## src/rtl/hzd6_pkg.sv

```systemverilog
package hzd6_pkg;

  // six-valued codes
  localparam logic [2:0] HV_ZERO = 3'd0;
  localparam logic [2:0] HV_ONE  = 3'd1;
  localparam logic [2:0] HV_RISE = 3'd2;
  localparam logic [2:0] HV_FALL = 3'd3;
  localparam logic [2:0] HV_HZ0  = 3'd4;
  localparam logic [2:0] HV_HZ1  = 3'd5;

  // operation select
  localparam logic [1:0] OP_AND  = 2'd0;
  localparam logic [1:0] OP_NAND = 2'd1;
  localparam logic [1:0] OP_NOT  = 2'd2;
  localparam logic [1:0] OP_ALT  = 2'd3;

  // three-valued sample
  typedef logic [1:0] trit_t;
  localparam trit_t TR_LO  = 2'b00;
  localparam trit_t TR_HI  = 2'b01;
  localparam trit_t TR_UNK = 2'b10;

  // waveform: [2] before, [1] during, [0] after
  localparam int WPOS = 3;
  typedef logic [WPOS-1:0][1:0] wave_t;

  function automatic trit_t t_and(input trit_t x, input trit_t y);
    if (x == TR_LO || y == TR_LO)      return TR_LO;
    else if (x == TR_HI && y == TR_HI) return TR_HI;
    else                               return TR_UNK;
  endfunction

  function automatic trit_t t_not(input trit_t x);
    if (x == TR_LO)      return TR_HI;
    else if (x == TR_HI) return TR_LO;
    else                 return TR_UNK;
  endfunction

  function automatic trit_t t_lvl(input logic b);
    return b ? TR_HI : TR_LO;
  endfunction

endpackage

```

## src/rtl/hzd6_expand.sv

```systemverilog
module hzd6_expand
  import hzd6_pkg::*;
(
  input  logic [2:0] code,
  output wave_t      wave
);

  always_comb begin
    case (code)
      HV_ZERO: wave = {TR_LO,  TR_LO,  TR_LO};
      HV_ONE:  wave = {TR_HI,  TR_HI,  TR_HI};
      HV_RISE: wave = {TR_LO,  TR_UNK, TR_HI};
      HV_FALL: wave = {TR_HI,  TR_UNK, TR_LO};
      HV_HZ1:  wave = {TR_HI,  TR_UNK, TR_HI};
      default: wave = {TR_LO,  TR_UNK, TR_LO}; // 0* and unused codes
    endcase
  end

endmodule

```

## src/rtl/hzd6_lanewise.sv

```systemverilog
module hzd6_lanewise
  import hzd6_pkg::*;
(
  input  wave_t wa,
  input  wave_t wb,
  input  logic  pass_a,
  input  logic  invert,
  output wave_t wy
);

  for (genvar gp = 0; gp < WPOS; gp++) begin : g_pos
    trit_t lane_v;
    assign lane_v  = pass_a ? wa[gp] : t_and(wa[gp], wb[gp]);
    assign wy[gp]  = invert ? t_not(lane_v) : lane_v;
  end

endmodule

```

## src/rtl/hzd6_classify.sv

```systemverilog
module hzd6_classify
  import hzd6_pkg::*;
(
  input  wave_t      wave,
  output logic [2:0] code
);

  trit_t s_beg, s_mid, s_end;
  logic  ends_known;

  assign s_beg      = wave[2];
  assign s_mid      = wave[1];
  assign s_end      = wave[0];
  assign ends_known = (s_beg == TR_LO || s_beg == TR_HI) &&
                      (s_end == TR_LO || s_end == TR_HI);

  always_comb begin
    code = HV_HZ0;
    if (ends_known) begin
      if (s_beg != s_end) begin
        // a known middle is promoted to u when the ends differ
        code = (s_beg == TR_LO) ? HV_RISE : HV_FALL;
      end else if (s_beg == TR_LO) begin
        code = (s_mid == TR_LO) ? HV_ZERO : HV_HZ0;
      end else begin
        code = (s_mid == TR_HI) ? HV_ONE : HV_HZ1;
      end
    end
  end

endmodule

```

## src/rtl/hzd6_eval.sv

```systemverilog
module hzd6_eval
  import hzd6_pkg::*;
#(
  parameter int SYNC_STAGES = 2
) (
  input  logic       clk,
  input  logic       rst_n,
  input  logic       en,
  input  logic [1:0] op_sel,
  input  logic [2:0] opnd_a,
  input  logic [2:0] opnd_b,
  input  logic       wave_start,
  input  logic       wave_end,
  output logic [2:0] res_q,
  output logic       hazard_q,
  output logic [2:0] wave_code_q
);

  // reset: asserted at once, released on the clock
  logic [SYNC_STAGES-1:0] rst_sync;
  logic                   rst_int_n;

  always_ff @(posedge clk or negedge rst_n) begin
    if (!rst_n) rst_sync <= '0;
    else        rst_sync <= {rst_sync[SYNC_STAGES-2:0], 1'b1};
  end
  assign rst_int_n = rst_sync[SYNC_STAGES-1];

  // gate path
  wave_t      wave_a, wave_b, wave_g, wave_lv;
  logic       pass_a, invert;
  logic [2:0] res_c, lvl_c;
  logic       hazard_c;

  assign pass_a = (op_sel == OP_NOT);
  assign invert = (op_sel == OP_NAND) || (op_sel == OP_NOT);

  hzd6_expand u_exp_a (.code(opnd_a), .wave(wave_a));
  hzd6_expand u_exp_b (.code(opnd_b), .wave(wave_b));

  hzd6_lanewise u_lane (
    .wa     (wave_a),
    .wb     (wave_b),
    .pass_a (pass_a),
    .invert (invert),
    .wy     (wave_g)
  );

  hzd6_classify u_cls_gate (.wave(wave_g), .code(res_c));

  assign hazard_c = (res_c == HV_HZ0) || (res_c == HV_HZ1);

  // level-pair path: a changing input is unknown in the middle
  assign wave_lv = {t_lvl(wave_start),
                    (wave_start == wave_end) ? t_lvl(wave_start) : TR_UNK,
                    t_lvl(wave_end)};

  hzd6_classify u_cls_lvl (.wave(wave_lv), .code(lvl_c));

  // output stage: next state
  logic [2:0] res_d, wcode_d;
  logic       hazard_d;

  always_comb begin
    res_d    = res_q;
    hazard_d = hazard_q;
    wcode_d  = wave_code_q;
    if (en) begin
      res_d    = res_c;
      hazard_d = hazard_c;
      wcode_d  = lvl_c;
    end
  end

  // output stage: registers
  always_ff @(posedge clk or negedge rst_int_n) begin
    if (!rst_int_n) begin
      res_q       <= HV_ZERO;
      hazard_q    <= 1'b0;
      wave_code_q <= HV_ZERO;
    end else begin
      res_q       <= res_d;
      hazard_q    <= hazard_d;
      wave_code_q <= wcode_d;
    end
  end

endmodule

```

## config.mk

```make
export PLATFORM = sky130hd
export DESIGN_NAME = hzd6_eval
export DESIGN_NICKNAME = d
export VERILOG_FILES = /design/src/rtl/hzd6_pkg.sv /design/src/rtl/hzd6_expand.sv /design/src/rtl/hzd6_lanewise.sv /design/src/rtl/hzd6_classify.sv /design/src/rtl/hzd6_eval.sv
export SDC_FILE = /design/constraint.sdc
export NUM_CORES = 1
export LEC_CHECK = 0
export ABC_CLOCK_PERIOD_IN_PS = 800
export BUFFER_PORTS_ARGS = -buffer_cell sky130_fd_sc_hd__buf_2
export CAP_MARGIN = 20
export CELL_PAD_IN_SITES_DETAIL_PLACEMENT = 0
export CELL_PAD_IN_SITES_GLOBAL_PLACEMENT = 1
export CORE_ASPECT_RATIO = 1.1
export CORE_MARGIN = 8
export CORE_UTILIZATION = 35
export DETAILED_ROUTE_END_ITERATION = 8
export PLACE_DENSITY = 0.73
export SLEW_MARGIN = 15
export SYNTH_ARGS = -nofsm -noshare
export SYNTH_HDL_FRONTEND = slang
export SYNTH_SLANG_ARGS = --single-unit
```

## constraint.sdc

```tcl
create_clock -name clk -period 0.8 [get_ports clk]
set_clock_uncertainty 0.2 [all_clocks]
set_input_delay 0.04 -clock clk [delete_from_list [all_inputs] [get_ports clk]]
set_output_delay 0.04 -clock clk [all_outputs]
set_load 0.005 [all_outputs]
```

==> results of run 1 <==
## synthesized netlist by cell type, types with 2 or more instances
master,number
nor2b_1,3
dfrtp_1,9
nand2b_1,2
inv_1,3
ha_1,3
nor3b_1,2
xnor2_1,3
nor2_1,3
xor2_1,2
mux2_2,2
## registers in the layout (all words and copies together), names as in the netlist
register,count
wave_code_q,3
hazard_q,1
res_q,3
rst_sync,2
## final timing paths
| kind | endpoint | depth (start not counted) | slack [ns] | from |
|---|---|---|---|---|
| worst max-delay path | hazard_q$_DFFE_PN0P_ | 7 | -0.69 | opnd_b[1] |
| worst min-delay path | wave_code_q[0]$_DFFE_PN0P_ | 2 | -0.16 | wave_start |
| worst max register to register | res_q[0]$_DFFE_PN0P_ | 3 | -0.20 | res_q[0]$_DFFE_PN0P_ |
| worst min register to register | hazard_q$_DFFE_PN0P_ | 0 | -0.09 | rst_sync[1]$_DFF_PN0_ |
| max in group asynchronous | res_q[0]$_DFFE_PN0P_ | 0 | 0.27 | rst_sync[1]$_DFF_PN0_ |
| min in group asynchronous | rst_sync[0]$_DFF_PN0_ | 2 | -0.11 | rst_n |
## worst register-to-register path: stages, from the launching register on
cell and delay (ns):
dfrtp_1 0.39, nand2b_1 0.08, o31a_1 0.13, nand3_1 0.07
## what timing repair did
| action | 4_1_cts | 5_1_grt |
|---|---|---|
| resized for setup | 17 | 7 |
| setup endpoints to repair | 14 | 14 |
| hold endpoints to repair | 14 | 13 |
| pin swaps | 4 | 2 |
| setup buffers | 3 | 0 |
## per-stage QoR
stage	hold slack (ns)	utilization	cell area, sq um
2_1_floorplan	-0.456	-	612
3_3_place_gp	-0.376	0.541	822
3_5_place_dp	-0.371	0.541	822
4_1_cts	-0.172	0.624	948
5_1_grt	-0.163	0.640	973
6_report	-0.159	0.640	973
## cell families (layout without fill, tap and decap cells)
kind of cell	Yosys count	after routing	synth area share
xor+xnor	5	5	0.0801
buf+inv	5	45	0.0366
simple gates	13	13	0.149
flops	9	9	0.412
mux	2	2	0.0412
fa+ha+maj	3	3	0.0687
other cells	1	1	0.00686
compound gates	11	11	0.206
## per-layer routing
layer  global-route usage  share of wire
met5                    0              0
met2                0.187           0.56
met4               0.0758          0.033
met3               0.0312          0.058
met1               0.0943           0.34
## cells in the final DEF, fill, tap and decap left out, types with 2 or more instances in the layout
| master | count |
|---|---|
| buf_4 | 15 |
| buf_2 | 12 |
| dfrtp_1 | 9 |
| buf_6 | 7 |
| clkbuf_4 | 4 |
| xnor2_1 | 3 |
| nor3b_4 | 2 |
| nor2b_4 | 2 |
| xor2_1 | 2 |
| inv_1 | 2 |
| nand2b_1 | 2 |
| nor2_1 | 2 |
| ha_1 | 2 |
| buf_8 | 2 |
## power by group
group | leakage, nW | switching, mW | total (mW) | internal (mW)
registers | 0.110 | 0.0483 | 0.572 | 0.524
clock network | 0.0150 | 0.155 | 0.347 | 0.192
logic | 0.324 | 0.229 | 0.636 | 0.407
total | 0.449 | 0.432 | 1.56 | 1.12
## cell type report
type	instances	area [sq um]
multi-input cells	35	383
repair buffers	38	299
well taps	17	21.3
inverters	3	18.8
flip-flops and latches	9	225
fillers	138	547
clock buffers	4	26.3
==> metrics.cfg, run 1 <==
[clocking]
numCtsBuffers=3
clock_latency_ns=0.26
cts_sinks=9
clk_pin_slew_ns=0.06
cts_root_buffer=clkbuf_4
tritoncts=yes
ctsHoldBuffers=1
clk_path_buf_depth=2
h-tree-depth=1

[worst_setup_path]
max_stage_delay_ns=0.26
crit_arrival_ns=1.46
crit_fanout=4
end_kind=flop
critical_path.top_delay_family=compound AO/OA/AOI/OAI gates
critPathLaunchType=input pin
crit_required_ns=0.77
crit_type=input pin to flop
worst-path-buf-inv=1
critPathSlowestCell=o32ai_4
crit_chain=buf_8 -> nor3b_4 -> o32ai_4 -> xor2_1 -> ha_1 -> a211o_1 -> o32ai_2

[drt]
wl_per_cell_um=13.5
drt-total-wl_mm=1.44
vias=518
antenna_left=0
drcViolationCount=0
drt_iter0_markers=3
via_per_inst=4.89
drtPass1Iterations=4

[sta]
fin_crit_sh=1.87
fin_ws_ns=-0.695
tns_ns=-4.01
setup_violations=14
max_freq_mhz=669
hold_ws_ns=-0.159
hold_viol=13
fin_crit_ns=1.49
rsz0062_at_grt=true
finalMaxSlewViolations=0

[die]
start_util=0.360
ios=20
dieArea_sq_um=3080
core_sq_um=1520
row_count=15
die_w_um=53.7
die_h_um=57.5

[synthesis]
synthCells=49
synth_cell_type_count=27
synth_edf_count=0
syn_area_sq_um=547
synth-seq-cells=9
async_flop_share=1.00
yosys.area.top_type=dfrtp_1
syn_area_per_cell_sq_um=11.2
netlist.area_leader.share=0.412
synth.area.top_cells=dfrtp_1 (41%), ha_1 (6.9%), a2111oi_4 (5.0%), xnor2_1 (4.8%), mux2_2 (4.1%)
yosys_most_used_dff=dfrtp_1
synth_nets=65
ys_seq_area_frac=0.412
yosysWarnings=0

[global_route]
grt_pass1_wl_mm=2.42
overflow=0
grt_max_degree=9
track_usage=0.105
grt_pass1_vias=581
antenna_found_initial=0

[finish]
drive_gt1_frac=0.618
fin_nets=106
final_cells=106
diodes=0
area_growth_pct=78.0

[pwr]
power_mw=1.56
ir_worst_vdd_uv=1010
p_leak_nw=0.449
power_density_nw_per_um2=1600

[run_status]
status=finished, violations left
violations=negative hold slack, negative setup slack

[place]
gp_congestion=0.733
dp_cells=98
hpwl_mm=1.13
dpl_worst_slack_ns=-1.07
port_buffers=19

[hold_path]
min_path_type=input pin to flop

[run]
max-cap-violations=0

(Power assumes the default switching activity.)
==> run 2: changes to the inputs <==
--- a/config.mk
+++ b/config.mk
@@ -5,7 +5,7 @@
 export SDC_FILE = /design/constraint.sdc
 export NUM_CORES = 1
 export LEC_CHECK = 0
-export ABC_CLOCK_PERIOD_IN_PS = 800
+export ABC_CLOCK_PERIOD_IN_PS = 1540
 export BUFFER_PORTS_ARGS = -buffer_cell sky130_fd_sc_hd__buf_2
 export CAP_MARGIN = 20
 export CELL_PAD_IN_SITES_DETAIL_PLACEMENT = 0
@@ -15,6 +15,7 @@
 export CORE_UTILIZATION = 35
 export DETAILED_ROUTE_END_ITERATION = 8
 export PLACE_DENSITY = 0.73
+export SKIP_CTS_REPAIR_TIMING = 1
 export SLEW_MARGIN = 15
 export SYNTH_ARGS = -nofsm -noshare
 export SYNTH_HDL_FRONTEND = slang
==> constraint.sdc (replaced) <==
create_clock -name clk -period 1.54 [get_ports clk]
set_clock_uncertainty 0.2 [all_clocks]
set_input_delay 0.077 -clock clk [delete_from_list [all_inputs] [get_ports clk]]
set_output_delay 0.077 -clock clk [all_outputs]
set_load 0.005 [all_outputs]
==> metrics.cfg, run 2 (synthesis gave the netlist of run 1 again) <==
[run_status]
status=finished, violations left
violations=negative hold slack, negative setup slack

[die]
start_util=0.360  ; unchanged
core_sq_um=1520  ; unchanged
die_h_um=57.5  ; unchanged
dieArea_sq_um=3080  ; unchanged
die_w_um=53.7  ; unchanged
ios=20  ; unchanged
row_count=15  ; unchanged

[finish]
nFillCells=137  ; -0.72%
drive_gt1_frac=0.500  ; -0.118
final_cell_mix=buf_2 (16), buf_4 (13), dfrtp_1 (9)
fin_nets=105  ; -0.94%
layout_commonest_cell=buf_2
area_growth_pct=65.9
post-route-cell-area_sq_um=907  ; -6.8%
diodes=0  ; unchanged
top_regs=res_q (3), wave_code_q (3), rst_sync (2)

[clocking]
clk_path_buf_depth=2  ; unchanged
numCtsBuffers=3  ; unchanged
cts_sinks=9  ; unchanged
clk_pin_slew_ns=0.05  ; about the same
cts_root_buffer=clkbuf_4
clock_latency_ns=0.25  ; about the same
tritoncts=yes
h-tree-depth=1  ; unchanged

[drt]
antenna_left=0  ; unchanged
vias=495  ; -4.4%
drcViolationCount=0  ; unchanged
via_per_inst=4.71  ; -3.5%
wl_per_cell_um=13.0  ; -3.8%
drt_iter0_markers=6  ; +3
drtPass1Iterations=3  ; -1
drt-total-wl_mm=1.37  ; -4.7%

[pwr]
p_leak_nw=0.415  ; -7.5%
ir_worst_vdd_uv=528  ; -48%
power_mw=0.708  ; -54%
power_density_nw_per_um2=781  ; -51%

[global_route]
grt_max_degree=10  ; +1
track_usage=0.0832  ; -0.0223
grt_pass1_vias=494  ; -15%
antenna_found_initial=0  ; unchanged
overflow=0  ; unchanged
grt_pass1_wl_mm=1.98  ; -18%

[place]
hpwl_mm=1.09  ; -3.4%
placed_area_sq_um=792  ; -3.7%
port_buffers=19  ; unchanged
dpl_worst_slack_ns=-0.360  ; +0.708 ns
gp_congestion=0.692  ; -5.7%

[worst_setup_path]
worst-path-buf-inv=1  ; unchanged
timing.rr.end=wave_code_q[0]$_DFFE_PN0P_
reg2reg_depth=1  ; -2
end_kind=flop
reg2reg_slack_ns=0.46  ; +0.66 ns
r2r-start=rst_sync[1]$_DFF_PN0_
critPathSlowestCell=o32ai_4
crit_arrival_ns=1.50  ; +0.04 ns
crit_fanout=4  ; unchanged
critPathLaunchType=input pin
critical_path.top_delay_family=compound AO/OA/AOI/OAI gates
crit_type=input pin to flop
crit_required_ns=1.50  ; +0.73 ns
max_stage_delay_ns=0.28  ; +0.02 ns
crit_chain=buf_4 -> nor2b_4 -> o32ai_4 -> xor2_1 -> ha_1 -> a211o_1 -> o32ai_2

[sta]
rsz0062_at_grt=true
fin_crit_ns=1.54
hold_viol=1  ; -12
fin_ws_ns=-0.00494  ; +0.690 ns
setup_violations=1  ; -13
hold_ws_ns=-0.00570  ; +0.154 ns
max_freq_mhz=647
finalMaxSlewViolations=0  ; unchanged
fin_crit_sh=1.00

[hold_path]
hold_path_end=res_q[2]$_DFFE_PN0P_
hp-start=en
hold_depth=3  ; +1
min_path_type=input pin to flop

[run]
max-cap-violations=0  ; unchanged

[run 2: cell count changes in the layout (fill, tap and decap cells not counted), sizes merged]
cell / before / now
dlygate4sd3: 1 / 7
clkbuf: 5 / 4
buf: 36 / 30
[run 2: power by group]
group          switching, mW  total (mW)  internal [mW]  leakage (nW)
combinational          0.106       0.247          0.141         0.291
sequential            0.0186       0.291          0.272         0.110
clock                 0.0715       0.171         0.0991        0.0150
total                  0.196       0.708          0.513         0.415
[run 2: cell type report]
cell class	count	area (sq um)	area share
Multi-Input combinational cell	35	357	0.393
Timing Repair Buffer	37	259	0.286
Sequential cell	9	225	0.248
Clock buffer	4	26.3	0.0290
Tap cell	17	21.3	0.0234
Inverter	3	18.8	0.0207
[run 2: worst max path at each step]
stage / to / slack (ns) / start / depth (start not counted)
after CTS: hazard_q$_DFFE_PN0P_ / -0.1 / opnd_b[0] / 7
after global placement: hazard_q$_DFFE_PN0P_ / -0.28 / opnd_a[0] / 7
after global routing: hazard_q$_DFFE_PN0P_ / -0.09 / opnd_a[0] / 7
after floorplan: hazard_q$_DFFE_PN0P_ / -0.09 / op_sel[0] / 7
final: hazard_q$_DFFE_PN0P_ / -0.005 / opnd_b[0] / 7
after detailed placement: hazard_q$_DFFE_PN0P_ / -0.36 / opnd_b[0] / 7
[run 2: stage by stage]
stage               utilization  setup TNS [ns]  cells
detailed placement        0.521          -0.737     94
finish                    0.597        -0.00494    105
CTS                       0.538         -0.0962     98
floorplan                     -         -0.0933     49
global placement          0.521          -0.609     94
global route              0.597         -0.0908    105
[run 2: metal layers]
metal | up-vias | share of wire | global-route usage
met5 | - | 0 | 0
met4 | 0 | 0.014 | 0.0542
met3 | 2 | 0.041 | 0.0104
met2 | 11 | 0.57 | 0.158
met1 | 231 | 0.38 | 0.0761
li1 | 251 | - | -
[run 2: tightest hold or removal path: stages]
cell       delay, ns
buf_2           0.12
inv_1           0.08
o2bb2ai_1       0.13
==> run 3: changes to the inputs <==
--- a/config.mk
+++ b/config.mk
@@ -5,16 +5,16 @@
 export SDC_FILE = /design/constraint.sdc
 export NUM_CORES = 1
 export LEC_CHECK = 0
+export ABC_AREA = 1
 export ABC_CLOCK_PERIOD_IN_PS = 1540
-export BUFFER_PORTS_ARGS = -buffer_cell sky130_fd_sc_hd__buf_2
 export CAP_MARGIN = 20
 export CELL_PAD_IN_SITES_DETAIL_PLACEMENT = 0
 export CELL_PAD_IN_SITES_GLOBAL_PLACEMENT = 1
-export CORE_ASPECT_RATIO = 1.1
 export CORE_MARGIN = 8
-export CORE_UTILIZATION = 35
+export CORE_UTILIZATION = 40
 export DETAILED_ROUTE_END_ITERATION = 8
-export PLACE_DENSITY = 0.73
+export DONT_BUFFER_PORTS = 1
+export PLACE_DENSITY = 0.69
 export SKIP_CTS_REPAIR_TIMING = 1
 export SLEW_MARGIN = 15
 export SYNTH_ARGS = -nofsm -noshare
==> metrics.cfg, run 3 <==
[clocking]
clk_path_buf_depth=2  ; unchanged
clk_pin_slew_ns=0.07  ; +0.02 ns
h-tree-depth=1  ; unchanged
tritoncts=yes
cts_root_buffer=clkbuf_4
cts_sinks=9  ; unchanged
numCtsBuffers=3  ; unchanged
clock_latency_ns=0.26  ; about the same

[drt]
wl_per_cell_um=11.2  ; -14%
antenna_left=0  ; unchanged
drt_iter0_markers=1  ; -5
drtPass1Iterations=2  ; -1
vias=428  ; -14%
via_per_inst=4.37  ; -7.4%
drt-total-wl_mm=1.10  ; -20%
drcViolationCount=0  ; unchanged

[pwr]
ir_worst_vdd_uv=410  ; -22%
power_density_nw_per_um2=867  ; +11%
p_leak_nw=0.370  ; -11%
power_mw=0.663  ; -6.4%

[sta]
max_freq_mhz=708  ; +9.3%
setup_violations=0  ; -1
fin_crit_ns=1.41  ; -0.132 ns
fin_crit_sh=0.918  ; -0.0856
rsz0062_at_grt=false
finalMaxSlewViolations=0  ; unchanged
hold_ws_ns=-0.0516  ; -0.0459 ns
hold_viol=1  ; unchanged

[hold_path]
min_path_type=input pin to flop

[place]
placed_area_sq_um=639  ; -19%
port_buffers=0  ; -19
dp_cells=85  ; -9.6%
gp_congestion=0.677  ; -2.2%
hpwl_um=877  ; -19%

[worst_setup_path]
max_stage_delay_ns=0.24  ; -0.04 ns
crit_fanout=3  ; -1
critPathSlowestCell=ha_4
crit_type=input pin to flop
critPathLaunchType=input pin
worst-path-buf-inv=3  ; +2
crit_chain=inv_8 -> ha_4 -> inv_4 -> nand2_1 -> o21ai_2 -> xor2_2 -> inv_2 -> ha_4 -> nor2_4 -> o31a_1 -> nand3_1 -> nand2_1
end_kind=flop
crit_required_ns=1.53  ; +0.03 ns
critical_path.top_delay_family=adder cells
crit_arrival_ns=1.41  ; -0.09 ns

[die]
dieArea_sq_um=2740  ; -11%
die_h_um=52.3  ; -8.9%
die_w_um=52.3  ; -2.5%
core_sq_um=1270  ; -17%
ios=20  ; unchanged
start_util=0.416  ; +0.0565
row_count=13  ; -2

[run]
max-cap-violations=0  ; unchanged

[finish]
post-route-cell-area_sq_um=764  ; -16%
nFillCells=114  ; -17%
fin_nets=100  ; -4.8%
diodes=0  ; unchanged
top_regs=res_q (3), wave_code_q (3), rst_sync (2)
layout_commonest_cell=nand2_1
area_growth_pct=44.8
final_cell_mix=nand2_1 (17), dfrtp_1 (9), dlygate4sd3_1 (9)
drive_gt1_frac=0.361  ; -0.139
final_cells=98  ; -6.7%

[run_status]
status=finished, violations left
violations=negative hold slack

[synthesis]
async_flop_share=1.00  ; unchanged
yosysWarnings=0  ; unchanged
synth.most_common_cell=nand2_1
synth_cell_type_count=19  ; -30%
ys_seq_area_frac=0.427  ; +0.0146
synth_edf_count=0  ; unchanged
synthCells=64  ; +31%
syn_area_sq_um=528  ; -3.4%
synth.area.top_cells=dfrtp_1 (43%), nand2_1 (13%), ha_1 (7.1%), inv_1 (6.4%), xor2_2 (6.2%)
syn_area_per_cell_sq_um=8.25  ; -26%
yosys_most_used_dff=dfrtp_1
synth_nets=80  ; +23%
synth-seq-cells=9  ; unchanged
netlist.area_leader.share=0.427  ; +0.0146
synth_common_cells=nand2_1 (18), dfrtp_1 (9), inv_1 (9)
yosys.area.top_type=dfrtp_1

[global_route]
antenna_found_initial=0  ; unchanged
grt_pass1_vias=427  ; -14%
grt_pass1_wl_mm=1.82  ; -8.0%
grt_max_degree=9  ; -1
overflow=0  ; unchanged
track_usage=0.0914  ; +0.00826

-- run 3: changes by cell type after synthesis, sizes merged, moves of 3 or more --
cell and delta:
nand2 +19, nor2b -3, inv +7, nor2 +4, o21ai +3
-- run 3: final cells by class --
cell class,count,area (sq um),share of cell area
Timing Repair Buffer,15,135,0.177
Inverter,10,50.0,0.0655
Multi-Input combinational cell,45,308,0.403
Tap cell,15,18.8,0.0245
Sequential cell,9,225,0.295
Clock buffer,3,22.5,0.0295
Clock inverter,1,5.00,0.00655
-- run 3: power breakdown --
| group | total (mW) | internal, mW | switching, mW |
|---|---|---|---|
| Sequential | 0.293 | 0.269 | 0.0243 |
| Combinational | 0.191 | 0.104 | 0.0870 |
| Clock | 0.179 | 0.0956 | 0.0834 |
-- run 3: cell families after synthesis --
group | count (synthesis) | synth area share
AO/OA/AOI/OAI | 6 | 0.0853
AND/OR/NAND/NOR | 32 | 0.261
XOR/XNOR | 3 | 0.0782
adder cells (fa/ha/maj) | 3 | 0.0711
buffers and inverters | 10 | 0.0711
flip-flops | 9 | 0.427
other | 1 | 0.00710
-- run 3: per-layer routing --
metal / vias to the layer above / routed length [um] / global-route usage / share of wire
li1: 229 / - / - / -
met1: 186 / 460 / 0.103 / 0.42
met2: 11 / 533 / 0.136 / 0.49
met3: 2 / 94 / 0.0540 / 0.086
met4: 0 / 8 / 0.0388 / 0.0073
met5: - / 0 / 0 / 0
-- run 3: final timing paths --
kind	startpoint	end	slack [ns]	depth (start not counted)
worst max-delay path	op_sel[0]	hazard_q$_DFFE_PN0P_	0.13	12
worst min-delay path	opnd_b[0]	res_q[2]$_DFFE_PN0P_	-0.05	6
worst max register to register	rst_sync[1]$_DFF_PN0_	wave_code_q[1]$_DFFE_PN0P_	0.42	1
worst min register to register	rst_sync[0]$_DFF_PN0_	rst_sync[1]$_DFF_PN0_	0.16	0
max in group asynchronous	rst_sync[1]$_DFF_PN0_	wave_code_q[1]$_DFFE_PN0P_	0.42	1
min in group asynchronous	rst_n	rst_sync[1]$_DFF_PN0_	0.37	2
-- run 3: per-stage QoR --
stage,worst slack (ns),utilization,setup TNS [ns]
after floorplan,-0.0128,-,-0.0128
after global placement,-0.142,0.504,-0.289
after detailed placement,-0.136,0.504,-0.280
after CTS,0.124,0.526,0
after global routing,0.0124,0.603,0
final,0.127,0.603,0
